[src/rtl/i2cs_pkg.sv]
package i2cs_pkg;

    typedef enum logic [2:0] {
        ST_IDLE,
        ST_ADDR,
        ST_ACK,
        ST_RX,
        ST_TX,
        ST_TXACK,
        ST_SKIP
    } i2cs_state_e;

    localparam logic [1:0] SEL_BUF = 2'd0;
    localparam logic [1:0] SEL_ADR = 2'd1;
    localparam logic [1:0] SEL_CTL = 2'd2;
    localparam logic [1:0] SEL_STS = 2'd3;

    localparam int STS_FULL = 0;
    localparam int STS_S    = 1;
    localparam int STS_P    = 2;
    localparam int STS_OVF  = 3;
    localparam int STS_IRQ  = 4;
    localparam int STS_RW   = 5;
    localparam int STS_GC   = 6;

endpackage

[src/rtl/i2cs_sync.sv]
module i2cs_sync #(
    parameter int STAGES = 2,
    parameter int LINES  = 2
) (
    input  logic             clk,
    input  logic             rst_n,
    input  logic [LINES-1:0] d_i,
    output logic [LINES-1:0] q_o
);
    for (genvar g = 0; g < LINES; g++) begin : g_line
        logic [STAGES-1:0] pipe_q;
        always_ff @(posedge clk or negedge rst_n) begin
            if (!rst_n) pipe_q <= '1;
            else        pipe_q <= {pipe_q[STAGES-2:0], d_i[g]};
        end
        assign q_o[g] = pipe_q[STAGES-1];
    end
endmodule

[src/rtl/i2cs_cond.sv]
module i2cs_cond (
    input  logic clk,
    input  logic rst_n,
    input  logic scl_s,
    input  logic sda_s,
    output logic scl_rise,
    output logic scl_fall,
    output logic start_det,
    output logic stop_det,
    output logic bus_s,
    output logic bus_p
);
    logic scl_d, sda_d;

    always_ff @(posedge clk or negedge rst_n) begin
        if (!rst_n) begin
            scl_d <= 1'b1;
            sda_d <= 1'b1;
        end else begin
            scl_d <= scl_s;
            sda_d <= sda_s;
        end
    end

    assign scl_rise  = scl_s & ~scl_d;
    assign scl_fall  = ~scl_s & scl_d;
    assign start_det = scl_s & scl_d & sda_d & ~sda_s;
    assign stop_det  = scl_s & scl_d & ~sda_d & sda_s;

    always_ff @(posedge clk or negedge rst_n) begin
        if (!rst_n) begin
            bus_s <= 1'b0;
            bus_p <= 1'b0;
        end else if (start_det) begin
            bus_s <= 1'b1;
            bus_p <= 1'b0;
        end else if (stop_det) begin
            bus_s <= 1'b0;
            bus_p <= 1'b1;
        end
    end


    s_p_excl_chk: assert property (@(posedge clk) disable iff (!rst_n)
        !(bus_s && bus_p));
endmodule

[src/rtl/i2cs_addr_match.sv]
module i2cs_addr_match #(
    parameter int ADDR_W = 7
) (
    input  logic [ADDR_W-1:0] rx_addr,
    input  logic              rx_rw,
    input  logic [ADDR_W-1:0] own_addr,
    input  logic [ADDR_W-1:0] cmp_mask,
    input  logic              gc_en,
    output logic              own_hit,
    output logic              gc_hit
);
    assign own_hit = (((rx_addr ^ own_addr) & cmp_mask) == '0);
    assign gc_hit  = gc_en && !rx_rw && (rx_addr == '0);
endmodule

[src/rtl/i2c_mask_slave.sv]
module i2c_mask_slave
    import i2cs_pkg::*;
#(
    parameter int DATA_W      = 8,
    parameter int SYNC_STAGES = 2
) (
    input  logic              clk,
    input  logic              rst_n,
    input  logic              scl_i,
    input  logic              sda_i,
    output logic              sda_oe,
    input  logic              reg_wr,
    input  logic              reg_rd,
    input  logic [1:0]        reg_sel,
    input  logic [DATA_W-1:0] reg_wdata,
    output logic [DATA_W-1:0] reg_rdata,
    output logic              irq
);
    localparam int ADDR_W = DATA_W - 1;
    localparam int CNT_W  = $clog2(DATA_W + 1);

    logic [1:0] sync_q;
    logic scl_s, sda_s, scl_rise, scl_fall, start_det, stop_det, bus_s, bus_p;

    i2cs_sync #(.STAGES(SYNC_STAGES), .LINES(2)) u_sync (
        .clk(clk), .rst_n(rst_n), .d_i({scl_i, sda_i}), .q_o(sync_q));
    assign scl_s = sync_q[1];
    assign sda_s = sync_q[0];

    i2cs_cond u_cond (
        .clk(clk), .rst_n(rst_n), .scl_s(scl_s), .sda_s(sda_s),
        .scl_rise(scl_rise), .scl_fall(scl_fall),
        .start_det(start_det), .stop_det(stop_det),
        .bus_s(bus_s), .bus_p(bus_p));

    i2cs_state_e state_q, state_d, nxt_q;
    logic [DATA_W-1:0] rx_sr, tx_sr, buf_q, byte_in, sts;
    logic [ADDR_W-1:0] own_q, mask_q;
    logic [CNT_W-1:0]  cnt_q;
    logic ack_q, phase_q, sda_oe_q;
    logic full_q, ovf_q, irq_q, rw_q, gc_q, gc_en_q, macc_q;
    logic own_hit, gc_hit, acked, last_bit, host_buf_wr, host_buf_rd;

    assign byte_in     = {rx_sr[DATA_W-2:0], sda_s};
    assign last_bit    = (cnt_q == CNT_W'(DATA_W - 1));
    assign host_buf_wr = reg_wr && (reg_sel == SEL_BUF);
    assign host_buf_rd = reg_rd && (reg_sel == SEL_BUF);

    i2cs_addr_match #(.ADDR_W(ADDR_W)) u_match (
        .rx_addr(byte_in[DATA_W-1:1]), .rx_rw(byte_in[0]),
        .own_addr(own_q), .cmp_mask(mask_q), .gc_en(gc_en_q),
        .own_hit(own_hit), .gc_hit(gc_hit));
    assign acked = own_hit || gc_hit;

    // State register
    always_ff @(posedge clk or negedge rst_n) begin
        if (!rst_n) state_q <= ST_IDLE;
        else        state_q <= state_d;
    end

    // Next-state logic
    always_comb begin
        state_d = state_q;
        unique case (state_q)
            ST_IDLE:  state_d = ST_IDLE;
            ST_ADDR:  if (scl_rise && last_bit) state_d = ST_ACK;
            ST_ACK:   if (scl_fall && phase_q)  state_d = nxt_q;
            ST_RX:    if (scl_rise && last_bit) state_d = ST_ACK;
            ST_TX:    if (scl_rise && last_bit) state_d = ST_TXACK;
            ST_TXACK: if (scl_rise)             state_d = sda_s ? ST_SKIP : ST_TX;
            ST_SKIP:  state_d = ST_SKIP;
        endcase
        if (start_det)     state_d = ST_ADDR;
        else if (stop_det) state_d = ST_IDLE;
    end

    // Outputs and datapath
    always_ff @(posedge clk or negedge rst_n) begin
        if (!rst_n) begin
            rx_sr <= '0; tx_sr <= '0; buf_q <= '0;
            own_q <= '0; mask_q <= '1; cnt_q <= '0;
            nxt_q <= ST_IDLE;
            ack_q <= 1'b0; phase_q <= 1'b0; sda_oe_q <= 1'b0;
            full_q <= 1'b0; ovf_q <= 1'b0; irq_q <= 1'b0;
            rw_q <= 1'b0; gc_q <= 1'b0; gc_en_q <= 1'b0; macc_q <= 1'b0;
        end else begin
            // host side
            if (reg_wr) begin
                unique case (reg_sel)
                    SEL_BUF: begin
                        buf_q <= reg_wdata;
                        tx_sr <= reg_wdata;
                    end
                    SEL_ADR: begin
                        if (macc_q) mask_q <= reg_wdata[ADDR_W-1:0];
                        else        own_q  <= reg_wdata[ADDR_W-1:0];
                    end
                    SEL_CTL: begin
                        gc_en_q <= reg_wdata[0];
                        macc_q  <= reg_wdata[1];
                    end
                    SEL_STS: begin
                        if (reg_wdata[STS_OVF]) ovf_q <= 1'b0;
                        if (reg_wdata[STS_IRQ]) irq_q <= 1'b0;
                    end
                endcase
            end
            if (host_buf_rd) full_q <= 1'b0;

            // bus side (wins over host on the same cycle)
            if (start_det || stop_det) begin
                cnt_q    <= '0;
                phase_q  <= 1'b0;
                sda_oe_q <= 1'b0;
            end else begin
                unique case (state_q)
                    ST_ADDR: if (scl_rise) begin
                        rx_sr <= byte_in;
                        cnt_q <= cnt_q + CNT_W'(1);
                        if (last_bit) begin
                            rw_q    <= byte_in[0];
                            gc_q    <= gc_hit;
                            ack_q   <= acked;
                            phase_q <= 1'b0;
                            if (acked && byte_in[0]) begin
                                nxt_q <= ST_TX;
                                irq_q <= 1'b1;
                            end else if (acked) begin
                                nxt_q <= ST_RX;
                            end else begin
                                nxt_q <= ST_SKIP;
                            end
                        end
                    end
                    ST_RX: if (scl_rise) begin
                        rx_sr <= byte_in;
                        cnt_q <= cnt_q + CNT_W'(1);
                        if (last_bit) begin
                            phase_q <= 1'b0;
                            if (full_q) begin
                                ovf_q <= 1'b1;
                                ack_q <= 1'b0;
                                nxt_q <= ST_SKIP;
                            end else begin
                                buf_q  <= byte_in;
                                full_q <= 1'b1;
                                irq_q  <= 1'b1;
                                ack_q  <= 1'b1;
                                nxt_q  <= ST_RX;
                            end
                        end
                    end
                    ST_ACK: if (scl_fall) begin
                        if (!phase_q) begin
                            sda_oe_q <= ack_q;
                            phase_q  <= 1'b1;
                        end else begin
                            cnt_q    <= '0;
                            sda_oe_q <= (nxt_q == ST_TX) ? ~tx_sr[DATA_W-1] : 1'b0;
                        end
                    end
                    ST_TX: begin
                        if (scl_fall) sda_oe_q <= ~tx_sr[DATA_W-1];
                        if (scl_rise) begin
                            tx_sr <= {tx_sr[DATA_W-2:0], 1'b0};
                            cnt_q <= cnt_q + CNT_W'(1);
                        end
                    end
                    ST_TXACK: begin
                        if (scl_fall) sda_oe_q <= 1'b0;
                        if (scl_rise) begin
                            cnt_q <= '0;
                            if (!sda_s) irq_q <= 1'b1;
                        end
                    end
                    default: ;
                endcase
            end
        end
    end

    always_comb begin
        sts          = '0;
        sts[STS_FULL] = full_q;
        sts[STS_S]    = bus_s;
        sts[STS_P]    = bus_p;
        sts[STS_OVF]  = ovf_q;
        sts[STS_IRQ]  = irq_q;
        sts[STS_RW]   = rw_q;
        sts[STS_GC]   = gc_q;
        unique case (reg_sel)
            SEL_BUF: reg_rdata = buf_q;
            SEL_ADR: reg_rdata = {1'b0, (macc_q ? mask_q : own_q)};
            SEL_CTL: reg_rdata = {{(DATA_W-2){1'b0}}, macc_q, gc_en_q};
            SEL_STS: reg_rdata = sts;
        endcase
    end

    assign sda_oe = sda_oe_q;
    assign irq    = irq_q;


    buf_hold_chk: assert property (@(posedge clk) disable iff (!rst_n)
        (full_q && !host_buf_wr) |=> $stable(buf_q));

    nack_release_chk: assert property (@(posedge clk) disable iff (!rst_n)
        (state_q == ST_ACK && !ack_q) |-> !sda_oe_q);

    oe_state_chk: assert property (@(posedge clk) disable iff (!rst_n)
        sda_oe_q |-> (state_q == ST_ACK || state_q == ST_TX || state_q == ST_TXACK));

    stop_idle_chk: assert property (@(posedge clk) disable iff (!rst_n)
        stop_det |=> (state_q == ST_IDLE && !sda_oe_q));

    rx_store_chk: assert property (@(posedge clk) disable iff (!rst_n)
        (state_q == ST_RX && scl_rise && last_bit && !full_q && !start_det && !stop_det)
        |=> (full_q && irq_q && buf_q == $past(byte_in)));
endmodule

[config.mk]
export PLATFORM = sky130hd
export DESIGN_NAME = i2c_mask_slave
export DESIGN_NICKNAME = d
export VERILOG_FILES = /design/src/rtl/i2cs_pkg.sv /design/src/rtl/i2cs_sync.sv /design/src/rtl/i2cs_cond.sv /design/src/rtl/i2cs_addr_match.sv /design/src/rtl/i2c_mask_slave.sv
export SDC_FILE = /design/constraint.sdc
export NUM_CORES = 1
export LEC_CHECK = 0
export BUFFER_PORTS_ARGS = -buffer_cell sky130_fd_sc_hd__buf_2
export CORE_MARGIN = 2
export CORE_UTILIZATION = 35
export CTS_CLUSTER_SIZE = 16
export DETAILED_ROUTE_END_ITERATION = 7
export PLACE_DENSITY = 0.61
export SYNTH_ARGS = -nofsm -noshare
export SYNTH_HDL_FRONTEND = slang
export SYNTH_SLANG_ARGS = --single-unit
export TNS_END_PERCENT = 5
[constraint.sdc]
create_clock -name clk -period 1.95 [get_ports clk]
set_clock_uncertainty 0.05 [all_clocks]
set_input_delay 0.2925 -clock clk [delete_from_list [all_inputs] [get_ports clk]]
set_output_delay 0.2925 -clock clk [all_outputs]
set_load 0.005 [all_outputs]
After elaboration in Yosys (flattened, before gate mapping)
Index checks and enable logic that the tools add are counted.
{"block": "word_totals", "regBits": 65, "in_bits": 16, "out_inout_bits": 10, "elab_cells": 183}
{"block": "classes", "n_addsub": 1, "n_eq_ne": 27, "muxes": 85, "bitwise_logic": 16, "n_reduce_logical": 30}
{"op": "8-bit two-way mux", "count": 12}
{"op": "1-bit two-way mux", "count": 45}
{"op": "3-bit two-way mux", "count": 13}
{"op": "8-bit one-hot mux with 4 select lines", "count": 1}
{"op": "4-bit two-way mux", "count": 5}
{"op": "3-bit one-hot mux with 6 select lines", "count": 1}
{"op": "4-bit AND reduction", "count": 4}
{"op": "3-bit inequality test (second input constant)", "count": 5}
{"op": "7-bit logical NOT", "count": 2}
{"op": "3-bit == test (second input constant)", "count": 4}
{"op": "4-bit inequality test (second input constant)", "count": 3}
{"op": "4-bit one-hot mux with 3 select lines", "count": 1}
{"op": "3-bit by 1-bit inequality test with 1-bit output (second input constant)", "count": 3}
{"op": "3-bit AND reduction", "count": 3}
{"op": "2-bit inequality test (second input constant)", "count": 4}
{"op": "4-bit nonzero test", "count": 2}
{"op": "1-bit bitwise AND", "count": 7}
{"op": "7-bit bitwise AND", "count": 1}
{"op": "7-bit two-way mux", "count": 1}
{"op": "1-bit inverter", "count": 7}
{"op": "7-bit bitwise XOR", "count": 1}
{"op": "3-bit by 2-bit == test with 1-bit output (second input constant)", "count": 2}
{"op": "1-bit logical AND", "count": 6}
{"op": "1-bit one-hot mux with 3 select lines", "count": 2}
{"op": "other kinds (20)", "count": 24}

Depth between registers and ports, before layout
{"block": "logic_depth", "depth_word": 10, "depth_mapped": 6, "ltp_nobuf": 5}

Hierarchy
Synthesis repeated with hierarchy kept, for this count alone.
{"block": "unflattened", "cells_unflattened": 317, "hier_area_um2": 3420.8}
{"module": "i2c_mask_slave", "instances": 1, "cells_each": 281, "area_per_inst_um2": 3015.4, "seq_area_each_um2": 1435.1}
{"module": "i2cs_cond", "instances": 1, "cells_each": 16, "area_per_inst_um2": 172.7, "seq_area_each_um2": 102.6}
{"module": "i2cs_sync", "instances": 1, "cells_each": 6, "area_per_inst_um2": 120.1, "seq_area_each_um2": 105.1}
{"module": "i2cs_addr_match", "instances": 1, "cells_each": 14, "area_per_inst_um2": 112.6, "seq_area_each_um2": 0.0}

Least setup slack after synthesis
Ideal clock, no wire load.
{"block": "synth_timing", "path_kind": "register to register", "startpoint": "reg u_sync.g_line[1].pipe_q[1]", "endpoint": "reg gc_q", "setup_time_ns": 0.125, "arrival_ns": 1.624, "t_required_ns": 1.775, "path_slack_ns": 0.152, "stages_incl_launch_ff": 6, "path_buffers": 1, "period_less_slack_ns": 1.798, "cell_sequence": "dfstp_2 > buf_2 > nand2b_4 > or3_4 > nor2_1 > mux2_2"}
{"block": "synth_between", "elab_chain_cells": 6, "word_cells_on_any_way": 9, "cone_classes": "7 x bitwise; 2 x reduce/logical"}
{"item": "start, declared", "line": "i2cs_sync.sv:11", "source": "logic [STAGES-1:0] pipe_q;"}
{"item": "start signal, assigned", "line": "i2cs_sync.sv:14", "source": "else pipe_q <= {pipe_q[STAGES-2:0], d_i[g]};"}
{"item": "1-bit bitwise AND", "line": "i2cs_cond.sv:27, i2cs_cond.sv:28"}
{"item": "1-bit bitwise AND (on tied branches) (2 in a row)", "line": "i2cs_cond.sv:27, i2cs_cond.sv:28"}
{"item": "1-bit logical OR", "line": "i2c_mask_slave.sv:111", "source": "if (start_det || stop_det) begin"}
{"item": "1-bit inverter (no line)"}
{"item": "4-bit AND reduction (no line) *"}
{"item": "end signal, assigned", "line": "i2c_mask_slave.sv:122", "source": "gc_q <= gc_hit;"}
{"item": "end, declared", "line": "i2c_mask_slave.sv:41", "source": "logic full_q, ovf_q, irq_q, rw_q, gc_q, gc_en_q, macc_q;"}
Mark *: on every way between the ends. The rest lies on a longest branch, timed or not.
A chain may end at the register's enable or synchronous reset.

Worst setup path in the final report
{"block": "layout_timing", "startpoint": "reg macc_q", "endpoint": "out reg_rdata[1]"}
{"block": "layout_between", "elab_chain_cells": 2}
{"item": "start, declared", "line": "i2c_mask_slave.sv:41"}
{"item": "start signal, assigned", "line": "i2c_mask_slave.sv:100", "source": "macc_q <= reg_wdata[1];"}
{"item": "7-bit two-way mux", "line": "i2c_mask_slave.sv:193", "source": "SEL_ADR: reg_rdata = {1'b0, (macc_q ? mask_q : own_q)};"}
{"item": "8-bit one-hot mux with 4 select lines *", "line": "i2c_mask_slave.sv:191", "source": "unique case (reg_sel)"}
{"item": "end, declared", "line": "i2c_mask_slave.sv:16", "source": "output logic [DATA_W-1:0] reg_rdata,"}
Marked as above.

==> impl_summary.md <==
Synth
Of the total synthesized cell area, the portion taken by full adders, half adders and majority gates is 0.00368. The average size of a mapped cell is 10.8 um2. Of the post-synthesis cell area, the part taken by muxes is 0.164. The Yosys step of the flow raised 0 warnings.

The count of flip-flops with a built-in enable after synthesis is 0. Ranked by instance count, the synthesized netlist is headed by sky130_fd_sc_hd__dfrtp_1 (52), sky130_fd_sc_hd__nand2_1 (31), sky130_fd_sc_hd__mux2_2 (26), sky130_fd_sc_hd__o21ai_0 (25), sky130_fd_sc_hd__mux2i_1 (22). The sequential fraction of the synthesis area is 0.484. The post-synthesis net count is 332. For this run, the leading register cell type out of synthesis is sky130_fd_sc_hd__dfrtp_1.

Synthesis produced 315 cells. The xor/xnor share of the synthesized area is 0.0206. The area fraction in compound gates after synthesis was 0.144. After synthesis, the cell types taking the most area are sky130_fd_sc_hd__dfrtp_1 (38%), sky130_fd_sc_hd__dfstp_2 (10%), sky130_fd_sc_hd__mux2_2 (8.6%). sky130_fd_sc_hd__dfrtp_1 takes more of the synthesized area than any other cell.

The share of synthesized registers carrying an async set or reset is 1.00. By area, the combinational part of the netlist is dominated by multiplexers. Of the total synthesized cell area, the portion taken by AND, OR, NAND and NOR gates is 0.151. The most repeated cell in the gate-level netlist after synthesis is sky130_fd_sc_hd__dfrtp_1. The share of synthesized area in the top cell type comes to 0.383.

After synthesis the cells add up to 0.00340 mm2. After synthesis, the netlist uses 58 different library cells. Counting flops and latches in the post-synthesis netlist gives 65.

Final layout
The filler cells instantiated in the layout total 910. Of the cells placed in the final design, the portion with a size suffix greater than 1 is 0.302. The post-layout instance area is 0.00394 mm2.

Once layout is complete, the utilization of the core stands at 0.422. The repair_antennas step left the layout with diodes totalling 0. Relative to the synthesized area, the layout overhead comes to 15.9%.

The post-route non-filler standard cell count is between 400 and 500. The net count of the finished layout is 366.

Route
The first detailed-routing pass took 4 iterations. The average detailed-routed wire length per instance is 16.7 um. In the routed layout, each cell is associated on average with a via count of roughly 5.3. The antenna violation net count after detailed routing is 0.

The remaining routing DRC violations is 0. Summing over every cut layer, the via total after detailed routing is around 2,600. The detailed-route wire length is 8080 um. The violation count after the first detailed-routing iteration is 110.

STA
Setup repair after global routing could not meet its margin everywhere. The count of final max-slew check failures is 0. Setup violations remaining at the end of the flow were counted as 5. The final critical delay including setup and external delays is 2.05 ns. The number of endpoints with negative hold slack in the final report is 0.

For this run, the top clock speed supported by timing is 488 MHz. For the pin with the worst max-slew slack, the measured transition is 0.411 ns. Dividing the final minimum period by the clock period gives 1.05. Headroom to the max-slew limit came out at 0.725. Across all setup checks in the final design, the least slack found is -0.0983 ns.

Worst setup path
Tracing the worst setup path back leads to its startpoint at macc_q. The data arrival at the endpoint of the critical path is 1.71 ns. The data required time at the worst endpoint is 1.61 ns. The startpoint identified for the worst register-to-register timing path is state_q[2]. The signal on the critical path passes through mux2_4, mux4_2, buf_6. Together, buffers and inverters on the worst path number 1. The largest delay contributor family on the critical path is multiplexers.

The worst setup path is launched from a flip-flop. The worst setup path is captured at a primary output. The highest fanout seen on the critical path is 5.

The worst setup path is of the reg2out kind. The peak per-stage delay on the critical path is 0.47 ns. The largest individual stage delay along the critical path comes from the cell sky130_fd_sc_hd__mux4_2.

Floorplanning
The top-level port count is 26. The die boundary height is 103 um. The core region is 0.00933 mm2. The initial utilization of the core area, before any placement, comes to 0.364. The die covers 0.0105 mm2. The placement row count is 35. The die is 103 um wide.

Clock network
The clock tree synthesis step divided the H-tree into 3 levels. The clock latency at the later pin of the worst-skew pair is ~0.36 ns. The CTS tree is yes. CTS placed an instance of sky130_fd_sc_hd__clkbuf_8 at the clock tree root.

The maximum number of buffers from clock root to sink is 2. The clock edge transition at the registers on the reported setup and hold paths is roughly 0.080 ns. TritonCTS created 9 clock buffers.

The clock net sink count is 65.

GRT
The initial antenna violation count is 0. Entering global routing, the biggest net connects 66 pins. After global routing, the most crowded layer is met2. For this run, global-route usage on met2 was measured as 0.250. The wire length of the first global-routing pass is 13,400 um. The routing usage on met3 is 0.0346.

The via count of the first global-routing pass is approximately 2,500. The sum of overflow across all layers after global routing is 0. The met1 usage in global routing is 0.240.

The total routing resource utilization after global routing is 0.169.

Power and ir drop
The share of total power dissipated in sequential elements is 0.495. The relative contribution of the clock network to total power is 0.260. The fraction of power spent switching nets is 0.344.

Total power for the finished layout comes to ~4100 uW. The power per unit of standard cell area is 1030 mW/mm2. Cell internal power was estimated by the tool at 2660 uW. The combinational group share of total power is 0.246. The worst-case IR drop observed on VDD is 0.000505 V.

The net switching power is 1400 uW. The leakage power of the design is about 0.0017 uW.

Status
The flow ran to the end, but the final reports show violations. The final reports fail on setup timing.

Placed design
Detailed placement finished with a half-perimeter wire length of approximately 5700 um. The worst setup slack after placement is 0.126 ns. The number of buffer cells added on primary ports is 25. Routability-driven placement finished with a final weighted congestion of between 0.8 and 0.9.

The instance area at placement is 0.00371 mm2. The number of placed cells counting well taps is approximately 460.

Min path
In this run the most critical hold path is launched from reg_wdata[6]. The tightest min-delay check is of the in2reg type.

Flow run
The max-cap violation count is 0.
## stage by stage
step                hold slack (ns)  TNS, ns
floorplan                   -0.0531        0
global placement              0.283        0
detailed placement            0.297        0
CTS                           0.156   -0.321
global route                  0.161   -0.715
finish                        0.177   -0.233
## per-layer routing
layer	vias to the layer above	share of wire
met2	58	0.46
met3	14	0.042
met4	0	0.023
met1	1260	0.48
li1	1222	-
met5	-	0
## timing repair
| action | CTS | global route |
|---|---|---|
| hold endpoints to repair | 54 | 0 |
| gates resized for setup | 5 | 2 |
| setup endpoints to repair | 7 | 8 |
| buffers inserted | 0 | 0 |
| hold buffers | 3 | 0 |
## final timing paths
check	slack (ns)	cells after the start	end
max in group asynchronous	1.06	3	u_cond.scl_d
min in group asynchronous	0.46	3	own_q[0]
hold reg to reg	0.32	0	u_sync.g_line[1].pipe_q[1]
hold / removal	0.18	2	mask_q[6]
setup reg to reg	0.09	4	gc_q
setup / recovery	-0.1	3	reg_rdata[1]
## placed cells by master, fill, tap and decap left out, types with 3 or more instances in the layout
| cell type | instances |
|---|---|
| sky130_fd_sc_hd__o211ai_1 | 3 |
| sky130_fd_sc_hd__mux2i_1 | 22 |
| sky130_fd_sc_hd__xor2_1 | 8 |
| sky130_fd_sc_hd__nand3_1 | 10 |
| sky130_fd_sc_hd__dfstp_2 | 13 |
| sky130_fd_sc_hd__nor2b_1 | 6 |
| sky130_fd_sc_hd__nand2b_1 | 4 |
| sky130_fd_sc_hd__nor3_1 | 4 |
| sky130_fd_sc_hd__o21ai_0 | 23 |
| sky130_fd_sc_hd__nand2_1 | 31 |
| sky130_fd_sc_hd__buf_2 | 24 |
| sky130_fd_sc_hd__dlygate4sd3_1 | 3 |
| sky130_fd_sc_hd__dfrtp_1 | 51 |
| sky130_fd_sc_hd__mux2_2 | 24 |
| sky130_fd_sc_hd__o21ai_1 | 4 |
| sky130_fd_sc_hd__inv_1 | 6 |
| sky130_fd_sc_hd__nor2_1 | 16 |
| sky130_fd_sc_hd__nor3b_1 | 3 |
| sky130_fd_sc_hd__clkbuf_8 | 9 |
| sky130_fd_sc_hd__a21oi_1 | 13 |
| sky130_fd_sc_hd__a22oi_1 | 6 |
| sky130_fd_sc_hd__and3b_1 | 3 |
| sky130_fd_sc_hd__buf_4 | 12 |
## cells by family (layout without fill, tap and decap cells)
kind of cell	count (synthesis)	count (layout)
multiplexers	50	50
adder cells (fa/ha/maj)	1	1
flip-flops	65	65
AND/OR/NAND/NOR	93	93
buffers and inverters	24	63
AO/OA/AOI/OAI	74	74
XOR/XNOR	8	8
## area by class of cell
| type | instances | area [um2] | share of cell area |
|---|---|---|---|
| multi-input cells | 226 | 1660 | 0.421 |
| flip-flops and latches | 65 | 1640 | 0.418 |
| repair buffers | 41 | 272 | 0.0690 |
| well taps | 129 | 161 | 0.0410 |
| clock buffers | 9 | 124 | 0.0315 |
| clock inverters | 7 | 55.1 | 0.0140 |
| inverters | 6 | 22.5 | 0.00572 |
## sequential cells by signal (all words and copies together) (netlist names), 3 cells and up
register and flops:
buf_q 8, tx_sr 8, mask_q 7, own_q 7, rx_sr 7, cnt_q 4
u_sync.g_line.pipe_q 4, nxt_q 3, state_q 3
## power by group through the flow
stage / clock network (uW) / logic [uW] / registers [uW]
2_1_floorplan: 0 / 778 / 1860
3_3_place_gp: 0 / 950 / 2020
3_5_place_dp: 0 / 974 / 2030
4_1_cts: 1090 / 994 / 2010
5_1_grt: 1150 / 1110 / 2060
6_report: 1050 / 998 / 2010
Power figures use the tool's default switching activity.
